==> src/rtl/rmt_pkg.sv <==
package rmt_pkg;

  // One class entry as held in the control bank
  typedef struct packed {
    logic       bypass_stp;
    logic [2:0] egtag;
    logic [2:0] fwd;
  } trap_ent_t;

  typedef enum logic [2:0] {
    CLS_NONE = 3'd0,
    CLS_PAE  = 3'd1,
    CLS_BPDU = 3'd2,
    CLS_R01  = 3'd3,
    CLS_R02  = 3'd4,
    CLS_R03  = 3'd5,
    CLS_R0E  = 3'd6,
    CLS_REST = 3'd7
  } trap_cls_t;

  localparam int NUM_CLS  = 8;
  localparam int NUM_WORD = 4;
  localparam int ADDR_W   = $clog2(NUM_WORD);

  // Bit offsets of the two entries inside a control word
  localparam int HI_BASE  = 16;
  localparam int LO_BASE  = 0;
  localparam int FWD_OFS  = 0;
  localparam int TAG_OFS  = 6;
  localparam int BYP_OFS  = 9;

  localparam logic [2:0] FWD_LOOKUP   = 3'd0;
  localparam logic [2:0] FWD_NO_CPU   = 3'd4;
  localparam logic [2:0] FWD_ADD_CPU  = 3'd5;
  localparam logic [2:0] FWD_CPU_ONLY = 3'd6;
  localparam logic [2:0] FWD_DROP     = 3'd7;

  localparam logic [1:0] STP_FWD = 2'd2;

  localparam logic [39:0] RSVD_PREFIX = 40'h01_80_C2_00_00;

  function automatic trap_ent_t slice_ent(input logic [31:0] w, input int base);
    trap_ent_t e;
    e.bypass_stp = w[base + BYP_OFS];
    e.egtag      = w[base + TAG_OFS +: 3];
    e.fwd        = w[base + FWD_OFS +: 3];
    return e;
  endfunction

endpackage

==> src/rtl/rmt_cfg_bank.sv <==
module rmt_cfg_bank
  import rmt_pkg::*;
(
  input  logic              clk,
  input  logic              rst_n,
  input  logic              cfg_we,
  input  logic [ADDR_W-1:0] cfg_addr,
  input  logic [31:0]       cfg_wdata,
  output trap_ent_t         ent_o [NUM_CLS]
);

  trap_ent_t hi_q [NUM_WORD];
  trap_ent_t lo_q [NUM_WORD];
  trap_ent_t hi_d [NUM_WORD];
  trap_ent_t lo_d [NUM_WORD];
  logic [NUM_WORD-1:0] wr_en;

  for (genvar g = 0; g < NUM_WORD; g++) begin : g_word
    // next-state
    always_comb begin
      wr_en[g] = cfg_we && (cfg_addr == ADDR_W'(g));
      hi_d[g]  = slice_ent(cfg_wdata, HI_BASE);
      lo_d[g]  = slice_ent(cfg_wdata, LO_BASE);
    end

    always_ff @(posedge clk or negedge rst_n) begin
      if (!rst_n) begin
        lo_q[g] <= '0;
      end else if (wr_en[g]) begin
        lo_q[g] <= lo_d[g];
      end
    end

    if (g == NUM_WORD - 1) begin : g_no_hi
      // the catch-all word keeps only its lower entry
      always_comb hi_q[g] = '0;
    end else begin : g_hi
      always_ff @(posedge clk or negedge rst_n) begin
        if (!rst_n) begin
          hi_q[g] <= '0;
        end else if (wr_en[g]) begin
          hi_q[g] <= hi_d[g];
        end
      end
    end
  end

  // Class to word-half mapping
  always_comb begin
    ent_o[CLS_NONE] = '0;
    ent_o[CLS_PAE]  = hi_q[0];
    ent_o[CLS_BPDU] = lo_q[0];
    ent_o[CLS_R02]  = hi_q[1];
    ent_o[CLS_R01]  = lo_q[1];
    ent_o[CLS_R0E]  = hi_q[2];
    ent_o[CLS_R03]  = lo_q[2];
    ent_o[CLS_REST] = lo_q[3];
  end

endmodule

==> src/rtl/rmt_classify.sv <==
module rmt_classify
  import rmt_pkg::*;
(
  input  logic [47:0] da,
  input  logic        eapol,
  output trap_cls_t   cls
);

  logic [7:0] lo;
  logic       in_block;
  logic       rest_hit;

  always_comb begin
    lo       = da[7:0];
    in_block = (da[47:8] == RSVD_PREFIX);
    rest_hit = (lo == 8'h0F) || ((lo >= 8'h04) && (lo <= 8'h0D)) || (lo >= 8'h22);
    cls      = CLS_NONE;
    if (eapol) begin
      cls = CLS_PAE;
    end else if (in_block) begin
      case (lo)
        8'h00:   cls = CLS_BPDU;
        8'h01:   cls = CLS_R01;
        8'h02:   cls = CLS_R02;
        8'h03:   cls = CLS_R03;
        8'h0E:   cls = CLS_R0E;
        default: cls = rest_hit ? CLS_REST : CLS_NONE;
      endcase
    end
  end

endmodule

==> src/rtl/rmt_decide.sv <==
module rmt_decide
  import rmt_pkg::*;
#(
  parameter int NPORT    = 7,
  parameter int CPU_PORT = 6,
  localparam int PW      = $clog2(NPORT)
) (
  input  logic             clk,
  input  logic             rst_n,
  input  logic             in_valid,
  input  logic             matched,
  input  trap_ent_t        ent,
  input  logic             in_tagged,
  input  logic [PW-1:0]    in_port,
  input  logic [1:0]       in_stp,
  input  logic             in_pvid_ok,
  input  logic [NPORT-1:0] in_lookup,
  output logic             out_valid,
  output logic [NPORT-1:0] out_mask,
  output logic [2:0]       out_egtag,
  output logic             out_drop
);

  localparam logic [NPORT-1:0] CPU_BIT = NPORT'(1) << CPU_PORT;

  logic [2:0]       mode;
  logic [NPORT-1:0] sel_mask, in_bit, mask_d;
  logic             mode_drop, stp_drop, vlan_drop, drop_d;
  logic [2:0]       tag_d;

  // next-state
  always_comb begin
    in_bit    = NPORT'(1) << in_port;
    mode      = matched ? ent.fwd : FWD_LOOKUP;
    mode_drop = 1'b0;
    case (mode)
      FWD_NO_CPU:   sel_mask = in_lookup & ~CPU_BIT;
      FWD_ADD_CPU:  sel_mask = in_lookup | CPU_BIT;
      FWD_CPU_ONLY: sel_mask = CPU_BIT;
      FWD_DROP: begin
        sel_mask  = '0;
        mode_drop = 1'b1;
      end
      default:      sel_mask = in_lookup;
    endcase
    stp_drop  = (in_stp != STP_FWD) && !(matched && ent.bypass_stp);
    vlan_drop = !in_tagged && !in_pvid_ok;
    drop_d    = mode_drop || stp_drop || vlan_drop;
    mask_d    = drop_d ? '0 : (sel_mask & ~in_bit);
    tag_d     = matched ? ent.egtag : 3'd0;
  end

  always_ff @(posedge clk or negedge rst_n) begin
    if (!rst_n) begin
      out_valid <= 1'b0;
    end else begin
      out_valid <= in_valid;
    end
  end

  always_ff @(posedge clk or negedge rst_n) begin
    if (!rst_n) begin
      out_mask  <= '0;
      out_egtag <= '0;
      out_drop  <= 1'b0;
    end else if (in_valid) begin
      out_mask  <= mask_d;
      out_egtag <= tag_d;
      out_drop  <= drop_d;
    end
  end

endmodule

==> src/rtl/rsvd_mc_trap.sv <==
module rsvd_mc_trap
  import rmt_pkg::*;
#(
  parameter int NPORT    = 7,
  parameter int CPU_PORT = 6,
  localparam int PW      = $clog2(NPORT)
) (
  input  logic             clk,
  input  logic             rst_n,
  input  logic             cfg_we,
  input  logic [1:0]       cfg_addr,
  input  logic [31:0]      cfg_wdata,
  input  logic             in_valid,
  input  logic [47:0]      in_da,
  input  logic             in_eapol,
  input  logic             in_tagged,
  input  logic [PW-1:0]    in_port,
  input  logic [1:0]       in_stp,
  input  logic             in_pvid_ok,
  input  logic [NPORT-1:0] in_lookup,
  output logic             out_valid,
  output logic [NPORT-1:0] out_mask,
  output logic [2:0]       out_egtag,
  output logic             out_drop
);

  trap_ent_t ent_tab [NUM_CLS];
  trap_cls_t cls;
  trap_ent_t sel_ent;
  logic      matched;

  rmt_cfg_bank u_bank (
    .clk       (clk),
    .rst_n     (rst_n),
    .cfg_we    (cfg_we),
    .cfg_addr  (cfg_addr),
    .cfg_wdata (cfg_wdata),
    .ent_o     (ent_tab)
  );

  rmt_classify u_cls (
    .da    (in_da),
    .eapol (in_eapol),
    .cls   (cls)
  );

  always_comb begin
    sel_ent = ent_tab[cls];
    matched = (cls != CLS_NONE);
  end

  rmt_decide #(.NPORT(NPORT), .CPU_PORT(CPU_PORT)) u_dec (
    .clk        (clk),
    .rst_n      (rst_n),
    .in_valid   (in_valid),
    .matched    (matched),
    .ent        (sel_ent),
    .in_tagged  (in_tagged),
    .in_port    (in_port),
    .in_stp     (in_stp),
    .in_pvid_ok (in_pvid_ok),
    .in_lookup  (in_lookup),
    .out_valid  (out_valid),
    .out_mask   (out_mask),
    .out_egtag  (out_egtag),
    .out_drop   (out_drop)
  );

endmodule

==> config.mk <==
export PLATFORM = sky130hd
export DESIGN_NAME = rsvd_mc_trap
export DESIGN_NICKNAME = d
export VERILOG_FILES = /design/src/rtl/rmt_pkg.sv /design/src/rtl/rmt_cfg_bank.sv /design/src/rtl/rmt_classify.sv /design/src/rtl/rmt_decide.sv /design/src/rtl/rsvd_mc_trap.sv
export SDC_FILE = /design/constraint.sdc
export NUM_CORES = 1
export LEC_CHECK = 0
export ABC_AREA = 1
export CAP_MARGIN = 20
export CORE_ASPECT_RATIO = 0.9
export CORE_MARGIN = 2
export CORE_UTILIZATION = 50
export DETAILED_ROUTE_END_ITERATION = 10
export DONT_BUFFER_PORTS = 1
export SETUP_SLACK_MARGIN = 0.5
export SLEW_MARGIN = 20
export SYNTH_ARGS = -nofsm -noshare
export SYNTH_HDL_FRONTEND = slang
export SYNTH_HIERARCHICAL = 1
export SYNTH_SLANG_ARGS = --single-unit
==> constraint.sdc <==
create_clock -name clk -period 1.3 [get_ports clk]
set_input_delay 0.26 -clock clk [delete_from_list [all_inputs] [get_ports clk]]
set_output_delay 0.26 -clock clk [all_outputs]
set_load 0.05 [all_outputs]
### Word-level counts from Yosys, hierarchy flattened

Index checks and enable logic that the tools add are counted.
Widths: inputs -> output; s select.

| operators by class | value |
|---|---|
| add/sub/neg operators | 0 |
| multipliers | 0 |
| div/mod/pow operators | 0 |
| magnitude comparators | 4 |
| equal/unequal tests | 14 |
| shift-type cells | 1 |
| multiplexer cells | 12 |
| bitwise logic cells | 3 |
| reduce and logical (&&, ||, !) cells | 18 |

Operators with widths:

| cell | count |
|---|---|
| $eq 40x33->1 const B | 1 |
| $pmux 7 s4 | 1 |
| $bmux 7 s3 | 1 |
| $mux 7 | 3 |
| $eq 8x2->1 const B | 2 |
| $eq 8x4->1 const B | 2 |
| $mux 3 | 5 |
| $pmux 3 s5 | 1 |
| $eq 3x3->1 const B | 4 |
| $eq 8x1->1 const B | 1 |
| $ge 8x3->1 const B | 1 |
| $ge 8x6->1 const B | 1 |
| $le 8x4->1 const B | 1 |
| $logic_and 1x1->1 | 8 |
| $logic_not 8->1 | 1 |
| $and 7x7->7 | 1 |
| $not 7->7 | 1 |
| $shl 1x3->7 const A | 1 |
| $eq 2x2->1 const B | 2 |
| $ge 4x4->1 const B | 1 |
| $logic_or 1x1->1 | 4 |
| $not 3->4 | 1 |
| $logic_not 1->1 | 3 |
| $reduce_bool 3->1 | 1 |
| 4 further kinds | 4 |

| word-level totals | value |
|---|---|
| flip-flop bits (word level) | 61 |
| bits in latches | 0 |
| bits in writable memories | 0 |
| ROM bits | 0 |
| bits of input ports | 101 |
| output and inout bits | 12 |
| word-level logic and storage cells | 77 |
| memories kept | 0 |

### Logic depth before layout (Yosys ltp)

Gate-level depths: netlist (run 1).

| logic depth | value |
|---|---|
| depth in word-level cells | 18 |
| mapped depth | 23 |
| mapped depth without buffers | 21 |

### Modules after synthesis

Netlist (run 1), hierarchy kept.

Modules (own cells, without submodules):

| module | instances | cells each | area an instance (um2) | sequential area each (um2) |
|---|---|---|---|---|
| rmt_cfg_bank | 1 | 229 | 2,170.8 | 1,226.2 |
| rsvd_mc_trap | 1 | 188 | 780.7 | 0.0 |
| rmt_decide | 1 | 90 | 638.1 | 300.3 |
| rmt_classify | 1 | 69 | 335.3 | 0.0 |

### Least setup slack after synthesis (run 1)

OpenSTA, ideal clock, no wires.

| path | value |
|---|---|
| path kind | input to register |
| start point | input in_da[23] |
| end point | register u_dec.out_mask[1] |
| library setup time | 0.066 ns |
| arrival time | 1.987 ns |
| data required time | 1.234 ns |
| path slack | -0.752 ns |
| stages | 20 |
| buffers on the path | 1 |
| cells stage by stage | nor2_1 -> nand2_1 -> nor2_2 -> nand3_2 -> nor2_4 -> nand3_2 -> nor2_1 -> inv_2 -> buf_2 -> nand3_1 -> nand2_1 -> nand2_1 -> nand2_1 -> nand2_2 -> inv_2 -> nand2_2 -> clkinv_1 -> nor2_1 -> nand2_1 -> nand2_1 |

RTL lines:

| what | RTL line | text |
|---|---|---|
| start, declared | rsvd_mc_trap.sv:14 | `input logic [47:0] in_da,` |
| end signal, assigned | rmt_decide.sv:67 | `out_mask <= mask_d;` |
| end, declared | rmt_decide.sv:19 | `output logic [NPORT-1:0] out_mask,` |

==> results of run 1 <==
## repair_timing
item	4_1_cts	5_1_grt
resized for setup	16	15
pin swaps	11	24
setup endpoints to repair	23	23
endpoints found under the hold margin	62	61
setup buffers	2	6
## metrics by stage
step,std cells,utilization,total power [mW],TNS (ns)
after floorplan,582,-,3.20,-5.50
after global placement,667,0.544,3.28,-7.76
after detailed placement,667,0.544,3.30,-7.89
after CTS,686,0.585,5.30,-3.93
after global routing,692,0.599,5.56,-6.64
final,692,0.599,5.27,-5.11
## cells by family after synthesis
family,Yosys count,synth area share
buffers and inverters,117,0.149
other,1,0.000955
DFF,61,0.389
and+or+nand+nor,393,0.454
AOI/OAI and AO/OA,4,0.00701
## final cells by class
cell class	instances	area, µm²	area share
Tap cell	96	120	0.0264
Inverter	82	328	0.0721
Clock inverter	5	82.6	0.0182
Timing Repair Buffer	33	310	0.0683
Multi-Input combinational cell	404	2010	0.443
Sequential cell	61	1540	0.339
Clock buffer	11	151	0.0333
## flip-flops by register name (all words and copies together), names as in the netlist
register / count
u_bank/ent_o: 49
u_dec/out_drop: 1
u_dec/out_egtag: 3
u_dec/out_mask: 7
u_dec/out_valid: 1
## per-layer routing
metal	global-route usage	part of all wire	vias up
met5	0	0	-
met4	0.0581	0.0090	0
met3	0.0718	0.067	10
met2	0.425	0.49	121
met1	0.305	0.44	1671
li1	-	-	1800
## synth_stat cells, types with 2 or more instances
| library cell | instances |
|---|---|
| nand3_1 | 52 |
| nand2_2 | 7 |
| nor3_1 | 6 |
| dfrtp_1 | 61 |
| nor2_2 | 5 |
| buf_4 | 11 |
| buf_2 | 12 |
| inv_2 | 9 |
| nand3_4 | 2 |
| nand4_1 | 36 |
| nor2_4 | 4 |
| nand3_2 | 4 |
| nor2_1 | 29 |
| inv_1 | 72 |
| nand3b_1 | 2 |
| buf_6 | 12 |
| nand2_1 | 244 |
## power by group
part           switching, mW  total (mW)  internal [mW]
registers              0.271        2.45           2.18
logic                  0.511       0.854          0.343
clock network          0.787        1.97           1.18
## final timing paths
kind                                                    from                              to  slack, ns  cells after the start
worst max-delay path                               in_da[26]   u_dec/out_mask[5]$_DFFE_PN0P_      -0.55                     19
worst min-delay path                                   rst_n  u_dec/out_egtag[1]$_DFFE_PN0P_      -0.39                      0
worst max register to register  u_bank/ent_o[48]$_DFFE_PN0P_   u_dec/out_mask[5]$_DFFE_PN0P_      -0.07                     12
worst min register to register  u_bank/ent_o[37]$_DFFE_PN0P_    u_bank/ent_o[37]$_DFFE_PN0P_       0.47                      2
max in group asynchronous                              rst_n     u_bank/ent_o[3]$_DFFE_PN0P_       1.58                      0
min in group clk                                 cfg_addr[1]     u_bank/ent_o[6]$_DFFE_PN0P_       0.05                      2
==> summary.log, run 1 <==
[outcome] status finished, violations left
[outcome] violations in the final reports hold timing, setup timing
[cells_and_area] commonest cells after routing, fill and taps aside nand2_1 (234), inv_1 (70), dfrtp_1 (50)
[cells_and_area] fraction of layout cells with a size suffix above 1 0.216
[global_routing] overflow left after global routing 0
[yosys] number of enable flip-flop cells after synthesis 0
[setup_path] cell class contributing the biggest share of worst-path delay simple AND/OR/NAND/NOR gates
[timing] worst setup margin -0.552 ns
[global_routing] GRT Util Overall 0.244
[drt] Residual DRC 0
[setup_path] startpoint type of the worst setup path primary input
[cts] Longest Clk Path Bufs 2
[setup_path] critical path's largest stage delay 0.20 ns
[timing] number of endpoints with negative hold slack in the final report 61
[yosys] top cells by area, synth dfrtp_1 (39%), nand2_1 (23%), inv_1 (6.9%)
[drt] total via count in the routed design 3602
[timing] worst hold slack -0.393 ns
[pwr] leakage 2.40 nW
[cts] clock slew at reported path FFs 0.07 ns
[yosys] flip-flop cell with the highest count after synthesis dfrtp_1
[placed_design] gp weighted congestion 0.807
[cts] source-to-sink clock delay at the later pin of the worst-skew pair 0.34 ns
[drt] Post-Route WL 10100 µm
[yosys] area share of the leading cell type in the synthesized netlist 0.389
[job] number of violations of the max-capacitance limit 0
[cells_and_area] count of inserted antenna diode cells 0
[setup_path] maximum fanout along the worst path 7
[cts] CTS Root Cell clkbuf_8
[placed_design] worst slack after detailed placement -0.797 ns
[cells_and_area] Nets 692
[pwr] pwr/cell area 1160 nW/µm²
[yosys] sequential fraction of the synthesis area 0.389
[yosys] number of different library cells in the post-synthesis netlist 25
[timing] endpoints failing setup 11
[placed_design] number of buffer cells added on primary ports 0
[yosys] Synth area leader dfrtp_1
[setup_path] element type at the critical path end flip-flop
[global_routing] number of antenna violations at the first check in global routing 0
[yosys] warning count from the yosys run 6
[pwr] Worst IR Drop VDD 0.585 mV
[floorplanning] number of top-level pins 113
[yosys] Avg Inst Size Synth 6.81 µm²
[cts] CTS Sinks 61
[floorplanning] width of the die 97.4 µm
[drt] number of iterations in the first detailed-routing pass 4
[global_routing] global-route wire length before repair 16700 µm
[drt] DRT iter0 DRCs 193
[hold_path] worst hold-check path type primary input to asynchronous set/reset pin
[timing] final slew viol count 0
[drt] via-per-instance ratio 5.21
[timing] Setup Skew 0.00663 ns
[yosys] total of flip-flops plus latches after synthesis 61
[floorplanning] Die ar. 8580 µm²
[floorplanning] Die H 88.1 µm
[cells_and_area] leading cell type in the layout, fill and taps excluded nand2_1
[timing] Max Clock Freq 0.540 GHz
[cells_and_area] relative area change from synthesis to final layout 15.8%
[setup_path] number of buffers and inverters on the critical path 2
[drt] Wirelength per Cell 14.6 µm
[setup_path] cell with the most instances on the worst path nand2_1
[yosys] number of instances in the synthesized netlist 576
[timing] final critical-path share of the clock period 1.42
[yosys] total standard cell area after synthesis 3930 µm²
[floorplanning] standard cell core area 7580 µm²
[placed_design] Post-DP Area 4120 µm²
[yosys] proportion of synthesized flip-flops having asynchronous set or reset 1.00
[setup_path] required time of the critical path 1.58 ns
[global_routing] maximum number of pins on one net before global-route repair 62
[global_routing] number of global-route vias before repair 3538
[cells_and_area] Non-Filler Cell Area, Final 4540 µm²
[cts] hold buffers post-CTS 1
[timing] final critical path time including I/O delays and setup 1.85 ns
[cts] CTS Buf Count 9
[cts] TritonCTS clock tree done
[cells_and_area] fill cell instance count of the final layout 750
[placed_design] DP Wirelength 6680 µm
[floorplanning] starting utilization of the core area 0.518
[drt] Antenna Violating Nets Remaining 0
[setup_path] category of the most critical setup path primary input to flip-flop
[floorplanning] num rows 30
[timing] setup repair after global routing missed its margin true
[setup_path] crit path cell chain nor2_4, nand3_2, nor2_2, nand3_2, nor2_4, nand3_4, nor2_4, buf_12, buf_8, nand3_2, nand2_2, nand2_1, nand2_1, nand2_1, nand2_1, nand2_2, nor2_4, nand2_1, nand2_1
[cts] H-tree depth 3
[setup_path] Crit-path slowest cell nor2_4
[setup_path] worst endpoint data arrival time 2.13 ns
Power figures use the tool's default switching activity.
==> run 2: changes to the inputs <==
--- a/config.mk
+++ b/config.mk
@@ -7,12 +7,12 @@
 export LEC_CHECK = 0
 export ABC_AREA = 1
 export CAP_MARGIN = 20
-export CORE_ASPECT_RATIO = 0.9
 export CORE_MARGIN = 2
 export CORE_UTILIZATION = 50
 export DETAILED_ROUTE_END_ITERATION = 10
 export DONT_BUFFER_PORTS = 1
 export SETUP_SLACK_MARGIN = 0.5
+export SKIP_LAST_GASP = 1
 export SLEW_MARGIN = 20
 export SYNTH_ARGS = -nofsm -noshare
 export SYNTH_HDL_FRONTEND = slang
==> run 2 against run 1 <==
Against the previous run:
- the flow still finishes with violations (hold timing, setup timing)
- sequential share of layout area fell by 0.32 points
- wire length rose by 1.4%
- die area barely moved
- first-iteration DRC count rose by 10%
==> summary.log, run 2 (synthesized netlist as in run 1, its figures left out) <==
[timing] Max Clock Freq 0.554 GHz [+2.7%]
[cells_and_area] Non-Filler Cell Area, Final 4590 µm² [+0.96%]
[placed_design] DP Wirelength 6610 µm [-0.96%]
[drt] Post-Route WL 10200 µm [+1.4%]
[setup_path] maximum fanout along the worst path 9 [+2]
[setup_path] worst endpoint data arrival time 2.04 ns [-0.09 ns]
[setup_path] element type at the critical path end flip-flop
[pwr] Worst IR Drop VDD 0.656 mV [+12%]
[global_routing] maximum number of pins on one net before global-route repair 62 [unchanged]
[cells_and_area] relative area change from synthesis to final layout 16.9%
[global_routing] global-route wire length before repair 16000 µm [-3.9%]
[placed_design] Post-DP Area 4110 µm² [-0.24%]
[floorplanning] starting utilization of the core area 0.513 [-0.00440]
[outcome] violations in the final reports hold timing, setup timing
[setup_path] startpoint type of the worst setup path primary input
[global_routing] overflow left after global routing 0 [unchanged]
[setup_path] category of the most critical setup path primary input to flip-flop
[floorplanning] standard cell core area 7650 µm² [+0.86%]
[drt] Residual DRC 0 [unchanged]
[drt] via-per-instance ratio 5.05 [-3.0%]
[outcome] status finished, violations left
[timing] worst hold slack -0.394 ns [-0.000606 ns]
[timing] endpoints failing setup 11 [unchanged]
[hold_path] worst hold-check path type primary input to asynchronous set/reset pin
[cells_and_area] multi-input logic area 2030 µm² [+0.93%]
[cells_and_area] area taken by flip-flops and latches 1540 µm² [unchanged]
[global_routing] GRT Util Overall 0.240 [-0.00454]
[timing] setup repair after global routing missed its margin true
[cells_and_area] commonest cells after routing, fill and taps aside nand2_1 (229), inv_1 (70), dfrtp_1 (50)
[cells_and_area] max reg flops 49 [unchanged]
[cells_and_area] count of inserted antenna diode cells 0 [unchanged]
[cts] hold buffers post-CTS 1 [unchanged]
[cts] Longest Clk Path Bufs 2 [unchanged]
[floorplanning] Die H 92.6 µm [+5.2%]
[global_routing] number of global-route vias before repair 3397 [-4.0%]
[placed_design] number of buffer cells added on primary ports 0 [unchanged]
[timing] final critical path time including I/O delays and setup 1.80 ns [-0.0480 ns]
[drt] Wirelength per Cell 14.7 µm [+1.0%]
[global_routing] number of antenna violations at the first check in global routing 0 [unchanged]
[setup_path] Crit-path slowest cell clkbuf_16
[setup_path] required time of the critical path 1.53 ns [-0.05 ns]
[cells_and_area] Nets 689 [-0.43%]
[cts] TritonCTS clock tree done
[timing] number of endpoints with negative hold slack in the final report 61 [unchanged]
[cells_and_area] final core utilization 0.600 [+0.000627]
[timing] final slew viol count 0 [unchanged]
[placed_design] gp weighted congestion 0.801 [-0.82%]
[drt] DRT iter0 DRCs 213 [+10%]
[setup_path] crit path cell chain nor2_4, nand3_2, nor2_2, nand3_2, nor2_4, nand3_2, nand2_4, inv_6, clkbuf_16, nand2_1, nand3_1, nand2_1, nand2_1, nand2_2, nand2_2, nor2_4, nor2_4, nand2_1, nand2_1
[drt] number of iterations in the first detailed-routing pass 4 [unchanged]
[timing] worst setup margin -0.504 ns [+0.0480 ns]
[cts] CTS Buf Count 9 [unchanged]
[floorplanning] num rows 32 [+6.7%]
[cts] H-tree depth 3 [unchanged]
[pwr] pwr/cell area 1150 nW/µm² [-0.80%]
[setup_path] worst r2r path cells 12 [unchanged]
[setup_path] critical path's largest stage delay 0.16 ns [-0.04 ns]
[cts] clock slew at reported path FFs 0.07 ns [about the same]
[floorplanning] Die ar. 8570 µm² [about the same]
[floorplanning] width of the die 92.6 µm [-4.9%]
[setup_path] cell with the most instances on the worst path nand2_1
[cts] CTS Sinks 61 [unchanged]
[pwr] leakage 2.42 nW [+0.77%]
[timing] Setup Skew 0.0102 ns [+0.00353 ns]
[floorplanning] number of top-level pins 113 [unchanged]
[timing] final critical-path share of the clock period 1.39 [-0.0369]
[cells_and_area] leading cell type in the layout, fill and taps excluded nand2_1
[cts] source-to-sink clock delay at the later pin of the worst-skew pair 0.35 ns [about the same]
[job] number of violations of the max-capacitance limit 0 [unchanged]
[drt] Antenna Violating Nets Remaining 0 [unchanged]
[cells_and_area] fraction of layout cells with a size suffix above 1 0.218 [+0.00109]
[cts] CTS Root Cell clkbuf_8
[drt] total via count in the routed design 3510 [-2.6%]
[cells_and_area] fill cell instance count of the final layout 752 [+0.27%]
run 2: cell types whose count changed in the layout (fill, tap and decap cells not counted), sizes merged:
cell / delta
buf: -6
clkbuf: +5
clkinv: -1
clkinvlp: -2
inv: +1
run 2: path summary, 6_finish.rpt:
kind | start | end | slack, ns
min in group clk | cfg_addr[1] | u_bank/ent_o[6]$_DFFE_PN0P_ | 0.04
setup / recovery | in_da[27] | u_dec/out_mask[2]$_DFFE_PN0P_ | -0.50
hold reg to reg | u_bank/ent_o[44]$_DFFE_PN0P_ | u_bank/ent_o[44]$_DFFE_PN0P_ | 0.47
setup reg to reg | u_bank/ent_o[41]$_DFFE_PN0P_ | u_dec/out_mask[2]$_DFFE_PN0P_ | -0.05
hold / removal | rst_n | u_dec/out_mask[5]$_DFFE_PN0P_ | -0.39
max in group asynchronous | rst_n | u_bank/ent_o[37]$_DFFE_PN0P_ | 1.57
run 2: through the flow:
stage | power [mW] | hold slack (ns) | cells | setup WS, ns | setup TNS (ns)
2_1_floorplan | 3.20 | -0.0356 | 582 | -0.605 | -5.50
3_3_place_gp | 3.27 | -0.0340 | 669 | -0.765 | -7.36
3_5_place_dp | 3.29 | -0.0341 | 669 | -0.770 | -7.56
4_1_cts | 5.27 | -0.412 | 688 | -0.380 | -3.37
5_1_grt | 5.58 | -0.418 | 695 | -0.657 | -6.35
6_report | 5.28 | -0.394 | 695 | -0.504 | -4.62
run 2: metal layers:
metal,global-route usage,share of wire,vias up
met5,0,0,-
met4,0.0560,0.0068,0
met3,0.0561,0.078,7
met2,0.411,0.49,131
met1,0.308,0.42,1587
li1,-,-,1785
run 2: cell type report:
| type | instances | area share |
|---|---|---|
| Inverter | 82 | 0.0736 |
| Clock buffer | 13 | 0.0346 |
| Tap cell | 102 | 0.0278 |
| Clock inverter | 3 | 0.0147 |
| Multi-Input combinational cell | 404 | 0.443 |
| Sequential cell | 61 | 0.336 |
| Timing Repair Buffer | 30 | 0.0709 |
run 2: what timing repair did:
item,in CTS,in global routing
gates cloned,0,3
endpoints found under the setup margin,23,23
buffers inserted,2,4
hold endpoints to repair,62,61
resized for setup,18,18
pin swaps,14,21
run 2: critical path, delay by kind of cell:
family / cells / cell delay [ns]
buf+inv: 2 / 0.22
simple gates: 17 / 1.56
run 2: power breakdown:
| part | leakage [nW] | internal, mW | switching [mW] | total [mW] |
|---|---|---|---|---|
| sequential | 0.752 | 2.18 | 0.264 | 2.44 |
| clock | 0.110 | 1.19 | 0.762 | 1.95 |
| combinational | 1.56 | 0.372 | 0.519 | 0.891 |
